File: config.mk
export PLATFORM = sky130hd
export DESIGN_NAME = keyed_cfg_port
export DESIGN_NICKNAME = d
export VERILOG_FILES = /design/src/rtl/cfg_gate_pkg.sv /design/src/rtl/cfg_key_fsm.sv /design/src/rtl/cfg_global_regs.sv /design/src/rtl/cfg_ldev_bank.sv /design/src/rtl/keyed_cfg_port.sv
export SDC_FILE = /design/constraint.sdc
export NUM_CORES = 2
export LEC_CHECK = 0
export ABC_AREA = 1
export BUFFER_PORTS_ARGS = -buffer_cell sky130_fd_sc_hd__buf_2
export CORE_AREA = 2 2 404 406
export CTS_BUF_LIST = sky130_fd_sc_hd__clkbuf_2 sky130_fd_sc_hd__clkbuf_4 sky130_fd_sc_hd__clkbuf_8
export CTS_CLUSTER_DIAMETER = 60
export DETAILED_ROUTE_END_ITERATION = 16
export DIE_AREA = 0 0 406 408
export PLACE_DENSITY = 0.59
export SLEW_MARGIN = 20
export SYNTH_ARGS = -nofsm -noshare
export SYNTH_HDL_FRONTEND = slang
export SYNTH_SLANG_ARGS = --single-unit
File: constraint.sdc
create_clock -name clk -period 2.3 [get_ports clk]
set_input_delay 0.46 -clock clk [delete_from_list [all_inputs] [get_ports clk]]
set_output_delay 0.46 -clock clk [all_outputs]
set_load 0.02 [all_outputs]
File: src/rtl/cfg_gate_pkg.sv
package cfg_gate_pkg;

  localparam int SLOT_N = 12;
  localparam int SLOT_W = 4;

  localparam logic [7:0] KEY_ENTER = 8'h87;
  localparam logic [7:0] KEY_EXIT  = 8'hAA;
  localparam logic [7:0] IDX_LDN   = 8'h07;
  localparam int         GLB_BASE  = 32'h20;

  // bank slot numbering
  localparam int SL_ACT  = 0;
  localparam int SL_B0H  = 1;
  localparam int SL_B0L  = 2;
  localparam int SL_B1H  = 3;
  localparam int SL_B1L  = 4;
  localparam int SL_B2H  = 5;
  localparam int SL_B2L  = 6;
  localparam int SL_IRQ  = 7;
  localparam int SL_ITYP = 8;
  localparam int SL_DRX  = 9;
  localparam int SL_DTX  = 10;
  localparam int SL_MODE = 11;

  typedef enum logic [1:0] {
    KS_LOCKED = 2'd0,
    KS_HALF   = 2'd1,
    KS_OPEN   = 2'd2
  } key_state_t;

  // returns {valid, slot} for a banked index
  function automatic logic [SLOT_W:0] slot_decode(input logic [7:0] idx);
    logic [SLOT_W:0] r;
    case (idx)
      8'h30:   r = {1'b1, SLOT_W'(SL_ACT)};
      8'h60:   r = {1'b1, SLOT_W'(SL_B0H)};
      8'h61:   r = {1'b1, SLOT_W'(SL_B0L)};
      8'h62:   r = {1'b1, SLOT_W'(SL_B1H)};
      8'h63:   r = {1'b1, SLOT_W'(SL_B1L)};
      8'h64:   r = {1'b1, SLOT_W'(SL_B2H)};
      8'h65:   r = {1'b1, SLOT_W'(SL_B2L)};
      8'h70:   r = {1'b1, SLOT_W'(SL_IRQ)};
      8'h71:   r = {1'b1, SLOT_W'(SL_ITYP)};
      8'h74:   r = {1'b1, SLOT_W'(SL_DRX)};
      8'h75:   r = {1'b1, SLOT_W'(SL_DTX)};
      8'hF0:   r = {1'b1, SLOT_W'(SL_MODE)};
      default: r = '0;
    endcase
    return r;
  endfunction

endpackage

File: src/rtl/cfg_key_fsm.sv
module cfg_key_fsm
  import cfg_gate_pkg::*;
(
  input  logic       clk,
  input  logic       rst,
  input  logic       idx_wr,
  input  logic       dat_wr,
  input  logic [7:0] wdata,
  output logic       unlocked,
  output logic       idx_load,
  output logic       exit_hit
);

  key_state_t st_q;

  always_ff @(posedge clk) begin
    if (rst) begin
      st_q <= KS_LOCKED;
    end else if (idx_wr) begin
      case (st_q)
        KS_LOCKED: st_q <= (wdata == KEY_ENTER) ? KS_HALF : KS_LOCKED;
        KS_HALF:   st_q <= (wdata == KEY_ENTER) ? KS_OPEN : KS_LOCKED;
        KS_OPEN:   st_q <= (wdata == KEY_EXIT)  ? KS_LOCKED : KS_OPEN;
        default:   st_q <= KS_LOCKED;
      endcase
    end else if (dat_wr && st_q == KS_HALF) begin
      st_q <= KS_LOCKED;
    end
  end

  assign unlocked = (st_q == KS_OPEN);
  assign exit_hit = unlocked && idx_wr && (wdata == KEY_EXIT);
  assign idx_load = unlocked && idx_wr && (wdata != KEY_EXIT);

endmodule

File: src/rtl/cfg_global_regs.sv
module cfg_global_regs #(
  parameter int GLB_N = 16,
  localparam int AW = $clog2(GLB_N)
) (
  input  logic             clk,
  input  logic             rst,
  input  logic             wr_en,
  input  logic [AW-1:0]    addr,
  input  logic [7:0]       wdata,
  output logic [GLB_N*8-1:0] regs
);

  for (genvar k = 0; k < GLB_N; k++) begin : g_reg
    localparam logic [AW-1:0] MY_ADDR = AW'(k);
    always_ff @(posedge clk) begin
      if (rst)                          regs[k*8 +: 8] <= 8'h00;
      else if (wr_en && addr == MY_ADDR) regs[k*8 +: 8] <= wdata;
    end
  end

endmodule

File: src/rtl/cfg_ldev_bank.sv
module cfg_ldev_bank
  import cfg_gate_pkg::*;
(
  input  logic                  clk,
  input  logic                  rst,
  input  logic                  wr_en,
  input  logic [SLOT_W-1:0]     slot,
  input  logic [7:0]            wdata,
  output logic [SLOT_N*8-1:0]   regs
);

  for (genvar s = 0; s < SLOT_N; s++) begin : g_slot
    localparam logic [SLOT_W-1:0] MY_SLOT = SLOT_W'(s);
    if (s == SL_ACT) begin : g_act
      always_ff @(posedge clk) begin
        if (rst)                          regs[s*8 +: 8] <= 8'h00;
        else if (wr_en && slot == MY_SLOT) regs[s*8 +: 8] <= {7'b0, wdata[0]};
      end
    end else begin : g_byte
      always_ff @(posedge clk) begin
        if (rst)                          regs[s*8 +: 8] <= 8'h00;
        else if (wr_en && slot == MY_SLOT) regs[s*8 +: 8] <= wdata;
      end
    end
  end

endmodule

File: src/rtl/keyed_cfg_port.sv
module keyed_cfg_port
  import cfg_gate_pkg::*;
#(
  parameter int NUM_LDEV = 10,
  parameter int GLB_N    = 16
) (
  input  logic                    clk,
  input  logic                    rst,
  input  logic                    bus_addr,
  input  logic                    bus_wr,
  input  logic                    bus_rd,
  input  logic [7:0]              bus_wdata,
  output logic [7:0]              bus_rdata,
  output logic                    cfg_unlocked,
  output logic [NUM_LDEV-1:0]     dev_enable,
  output logic [NUM_LDEV*16-1:0]  dev_base0,
  output logic [NUM_LDEV*16-1:0]  dev_base1,
  output logic [NUM_LDEV*16-1:0]  dev_base2,
  output logic [NUM_LDEV*8-1:0]   dev_irq,
  output logic [NUM_LDEV*8-1:0]   dev_irq_type,
  output logic [NUM_LDEV*8-1:0]   dev_dma_rx,
  output logic [NUM_LDEV*8-1:0]   dev_dma_tx,
  output logic [NUM_LDEV*8-1:0]   dev_mode,
  output logic [GLB_N*8-1:0]      glb_regs
);

  localparam int GA_W    = $clog2(GLB_N);
  localparam int GLB_END = GLB_BASE + GLB_N;

  logic idx_wr, dat_wr;
  logic unlocked, idx_load, exit_hit;
  logic [7:0] idx_q, ldn_q;
  logic [SLOT_W-1:0] slot;
  logic slot_ok, dev_ok, glb_hit;
  logic [7:0] glb_off;
  logic [7:0] rd_val;
  logic [SLOT_N*8-1:0] bank_q [NUM_LDEV];
  logic [SLOT_N*8-1:0] bank_sel;

  assign idx_wr = bus_wr && !bus_addr;
  assign dat_wr = bus_wr &&  bus_addr;

  cfg_key_fsm u_key (
    .clk      (clk),
    .rst      (rst),
    .idx_wr   (idx_wr),
    .dat_wr   (dat_wr),
    .wdata    (bus_wdata),
    .unlocked (unlocked),
    .idx_load (idx_load),
    .exit_hit (exit_hit)
  );

  assign cfg_unlocked = unlocked;

  // index register
  always_ff @(posedge clk) begin
    if (rst || exit_hit) idx_q <= 8'h00;
    else if (idx_load)   idx_q <= bus_wdata;
  end

  // logical-device number
  always_ff @(posedge clk) begin
    if (rst)                                         ldn_q <= 8'h00;
    else if (unlocked && dat_wr && idx_q == IDX_LDN) ldn_q <= bus_wdata;
  end

  assign {slot_ok, slot} = slot_decode(idx_q);
  assign dev_ok  = 32'(ldn_q) < NUM_LDEV;
  assign glb_hit = (32'(idx_q) >= GLB_BASE) && (32'(idx_q) < GLB_END);
  assign glb_off = idx_q - 8'(GLB_BASE);

  cfg_global_regs #(.GLB_N(GLB_N)) u_glb (
    .clk   (clk),
    .rst   (rst),
    .wr_en (unlocked && dat_wr && glb_hit),
    .addr  (glb_off[GA_W-1:0]),
    .wdata (bus_wdata),
    .regs  (glb_regs)
  );

  for (genvar d = 0; d < NUM_LDEV; d++) begin : g_dev
    localparam logic [7:0] DEV_ID = 8'(d);
    cfg_ldev_bank u_bank (
      .clk   (clk),
      .rst   (rst),
      .wr_en (unlocked && dat_wr && slot_ok && ldn_q == DEV_ID),
      .slot  (slot),
      .wdata (bus_wdata),
      .regs  (bank_q[d])
    );
    assign dev_enable[d]          = bank_q[d][SL_ACT*8];
    assign dev_base0[d*16 +: 16]  = {bank_q[d][SL_B0H*8 +: 8], bank_q[d][SL_B0L*8 +: 8]};
    assign dev_base1[d*16 +: 16]  = {bank_q[d][SL_B1H*8 +: 8], bank_q[d][SL_B1L*8 +: 8]};
    assign dev_base2[d*16 +: 16]  = {bank_q[d][SL_B2H*8 +: 8], bank_q[d][SL_B2L*8 +: 8]};
    assign dev_irq[d*8 +: 8]      = bank_q[d][SL_IRQ*8 +: 8];
    assign dev_irq_type[d*8 +: 8] = bank_q[d][SL_ITYP*8 +: 8];
    assign dev_dma_rx[d*8 +: 8]   = bank_q[d][SL_DRX*8 +: 8];
    assign dev_dma_tx[d*8 +: 8]   = bank_q[d][SL_DTX*8 +: 8];
    assign dev_mode[d*8 +: 8]     = bank_q[d][SL_MODE*8 +: 8];
  end

  // read path
  always_comb begin
    bank_sel = '1;
    for (int d = 0; d < NUM_LDEV; d++) begin
      if (ldn_q == 8'(d)) bank_sel = bank_q[d];
    end
    rd_val = 8'hFF;
    if (idx_q == IDX_LDN)      rd_val = ldn_q;
    else if (glb_hit)          rd_val = glb_regs[{glb_off[GA_W-1:0], 3'b000} +: 8];
    else if (slot_ok && dev_ok) rd_val = bank_sel[{slot, 3'b000} +: 8];
  end

  always_ff @(posedge clk) begin
    if (rst)              bus_rdata <= 8'hFF;
    else if (bus_rd) begin
      if (!unlocked)      bus_rdata <= 8'hFF;
      else if (bus_addr)  bus_rdata <= rd_val;
      else                bus_rdata <= idx_q;
    end
  end

  logic unused_ok;
  assign unused_ok = ^{glb_off};

endmodule

==> flow_summary.toml <==
[sta]
tightestPinTransition_ps = 1070
setup_viol = 936
fin_crit_ps = 3130
hold_slack_ps = 77.5
drv_slew = 0
setup_slack_ps = -834
post-route-period-util_pct = 136
finClkSkew_ps = 79.2
relSlewSlack_pct = 28.8
fmax_mhz = 319
final_hold_viol_count = 0
rsz0062_at_grt = "true"

[power_and_ir_drop]
comb_power_share_pct = 3.9
power.switching_w = 0.0103
p_per_area_nw_per_um2 = 580
ir_drop_v = 0.000553
seqPwrFrac_pct = 46.0
internal_power_w = 0.0291
swShare_pct = 26.1
power.leakage_nw = 29.9
clockPowerShare_pct = 50.1

[detailed_routing]
dr.pass1.iters = 7
wirelength_um = 331000
drt-initial-drc-count = 7338
routedWlPerCell_um = 32.2
via_count = 56100
drc_errors = 0
drtAntennaViolNets = 0
via_per_inst = 5.46

[worst_setup_path]
end_kind = "register"
crit_required_ps = 3170
critPathKind = "register to register"
crit_arrival_ps = 4000
crit_path_start_kind = "register"
path_max_fanout = 6

[synthesis]
syn_inst = 6344
synth-seq-cells = 1044
synth_cell_type_count = 41
yosysSeqAreaShare_pct = 46.0
syn_area_um2 = 45400
synth_warnings = 0
synth_nets = 6357
avgSynthCellArea_um2 = 7.16

[cells_and_area]
fin_util_pct = 42.0
final_common_cell = "a21oi_1"
final_cell_area_um2 = 67900
final_cell_mix = "1104 x a21oi_1, 1031 x buf_2, 1030 x dfxtp_1"
fill_cells = 16700
syn2layout_area_growth_pct = 49.6
multiInputGateArea_um2 = 22800
ff_latch_area_um2 = 20900
nNetsFinal = 7962
drive_gt1_share_pct = 36.2

[clocking]
cts-root-buf = "clkbuf_8"
clkSinkCount = 1044
htreeDepth = 4
max-clock-path-buffers = 3
clkTransAtPathRegs_ps = 60
cts_buffers = 192
tritoncts = "built"
clkLatencyLatePin_ps = 1020

[global_routing]
grt_usage_pct = 37.7
overflow = 0
first_global_vias = 50700
grt_max_degree = 119
grt_pass1_wl_um = 430000
antenna_found_initial = 24

[floorplanning]
fp.dieW_um = 406
core-area_um2 = 162000
ios = 1040
placement_rows = 148
die_area_um2 = 166000
start_util_pct = 28.1
die_y_um = 408

[hold_path]
hp-class = "input port to register"

[place]
port_buffers = 1039
place_ws_ps = -1200
dp_hpwl_um = 251000
place_congestion = 1.05
place_area_um2 = 58600

[status]
violations = "setup timing"
status = "finished, violations left"

[run]
cap_violations = 0
## logic make-up (layout without fill, tap and decap cells)
| logic type | Yosys count | in the layout | share of synthesized area, % |
|---|---|---|---|
| buffers and inverters | 1231 | 2967 | 10.9 |
| other | 0 | 12 | 0 |
| AND/OR/NAND/NOR | 1707 | 1719 | 16.2 |
| flip-flops | 1044 | 1044 | 46.0 |
| AO/OA/AOI/OAI | 2362 | 2362 | 26.9 |
## registers in the layout (all words and copies together) (netlist names)
name and cells:
ldn_q 8, idx_q 8, bus_rdata 8, u_key.st_q 2
u_glb.regs 128, g_dev.u_bank.regs 890
## synthesized netlist by cell type
master	count	area share, %
a211oi_1	24	0.40
a21oi_1	1201	13
a22oi_1	63	1.0
a311oi_1	10	0.19
a31oi_1	2	0.028
buf_1	27	0.22
buf_12	1	0.044
buf_2	77	0.85
buf_4	33	0.55
buf_6	9	0.22
clkbuf_1	351	2.9
clkinv_1	11	0.091
dfxtp_1	1044	46
inv_1	710	5.9
inv_2	10	0.083
inv_4	2	0.028
nand2_1	708	5.9
nand2_2	57	0.79
nand2_4	4	0.099
nand3_1	148	1.6
nand3_2	1	0.022
nand3b_1	13	0.21
nand4_1	68	0.94
nand4_2	1	0.028
nor2_1	617	5.1
nor2_2	2	0.028
nor2_4	18	0.45
nor2_8	2	0.088
nor3_1	17	0.19
nor3_2	3	0.066
nor4_1	9	0.12
nor4_4	1	0.047
o2111ai_1	4	0.077
o211ai_1	22	0.36
o21ai_0	932	10
o21ai_1	58	0.64
o21bai_1	2	0.033
o221ai_1	2	0.039
o22ai_1	41	0.57
o31ai_1	1	0.017
or2_2	38	0.52
## power groups by stage
stage,clock [W],sequential [W],combinational (W)
floorplan,0,0.0185,0.000654
detailed placement,0,0.0185,0.00133
finish,0.0197,0.0181,0.00153
global placement,0,0.0185,0.00133
global route,0.0205,0.0181,0.00156
CTS,0.0198,0.0181,0.00138
## final cells by class
class | instances | area share, %
Inverter | 733 | 4.18
Tap cell | 2175 | 4.01
Timing Repair Buffer | 1897 | 21.3
Sequential cell | 1044 | 30.8
Clock buffer | 311 | 5.67
Multi-Input combinational cell | 4081 | 33.6
Clock inverter | 26 | 0.457
Antenna cell | 12 | 0.0442
## through the flow
stage	total power (W)	instances	setup TNS (ps)
after global routing	0.0402	10300	-292100
final	0.0394	10300	-196390
after detailed placement	0.0198	9784	-250920
after global placement	0.0198	9784	-237730
after CTS	0.0392	10200	-179890
after floorplan	0.0192	6344	-12480
## worst max-delay path, cell delays in order (launching register included)
cell	delay, ps
dfxtp_2	330
nor2_4	120
nand2_4	100
buf_8	140
nor2_4	110
buf_12	140
nand2_8	60
buf_12	130
buf_12	120
o211ai_1	690
nor2_1	140
nor2_2	290
nand2_2	110
a21oi_2	160
nand2_1	90
nand3_2	70
nand2_1	50
nand2_1	60
nand2_1	50
## path summary, 6_finish.rpt
kind	to	slack, ps	cells past startpoint	startpoint
setup / recovery	bus_rdata[6]$_SDFFE_PP1P_	-830	18	ldn_q[4]$_SDFFE_PP0P_
hold / removal	g_dev[9].u_bank.regs[21]$_SDFFE_PP0P_	80	4	bus_wdata[5]
setup reg to reg	bus_rdata[6]$_SDFFE_PP1P_	-830	18	ldn_q[4]$_SDFFE_PP0P_
hold reg to reg	g_dev[2].u_bank.regs[29]$_SDFFE_PP0P_	470	2	g_dev[2].u_bank.regs[29]$_SDFFE_PP0P_
## routing by layer
| metal | vias up | track usage, % | wire length [um] |
|---|---|---|---|
| li1 | 24400 | - | - |
| met1 | 26900 | 44.4 | 119000 |
| met2 | 3919 | 57.6 | 143000 |
| met3 | 994 | 10.7 | 37700 |
| met4 | 6 | 28.9 | 31400 |
| met5 | - | 0 | 29 |
## repair_timing
item / 4_1_cts / 5_1_grt
gates cloned: 21 / 26
hold endpoints to repair: 61 / 0
buffers inserted: 63 / 33
hold buffers: 10 / 0
setup endpoints to repair: 925 / 1044
resized for setup: 542 / 535
pin swaps: 104 / 104
(Power assumes the default switching activity.)
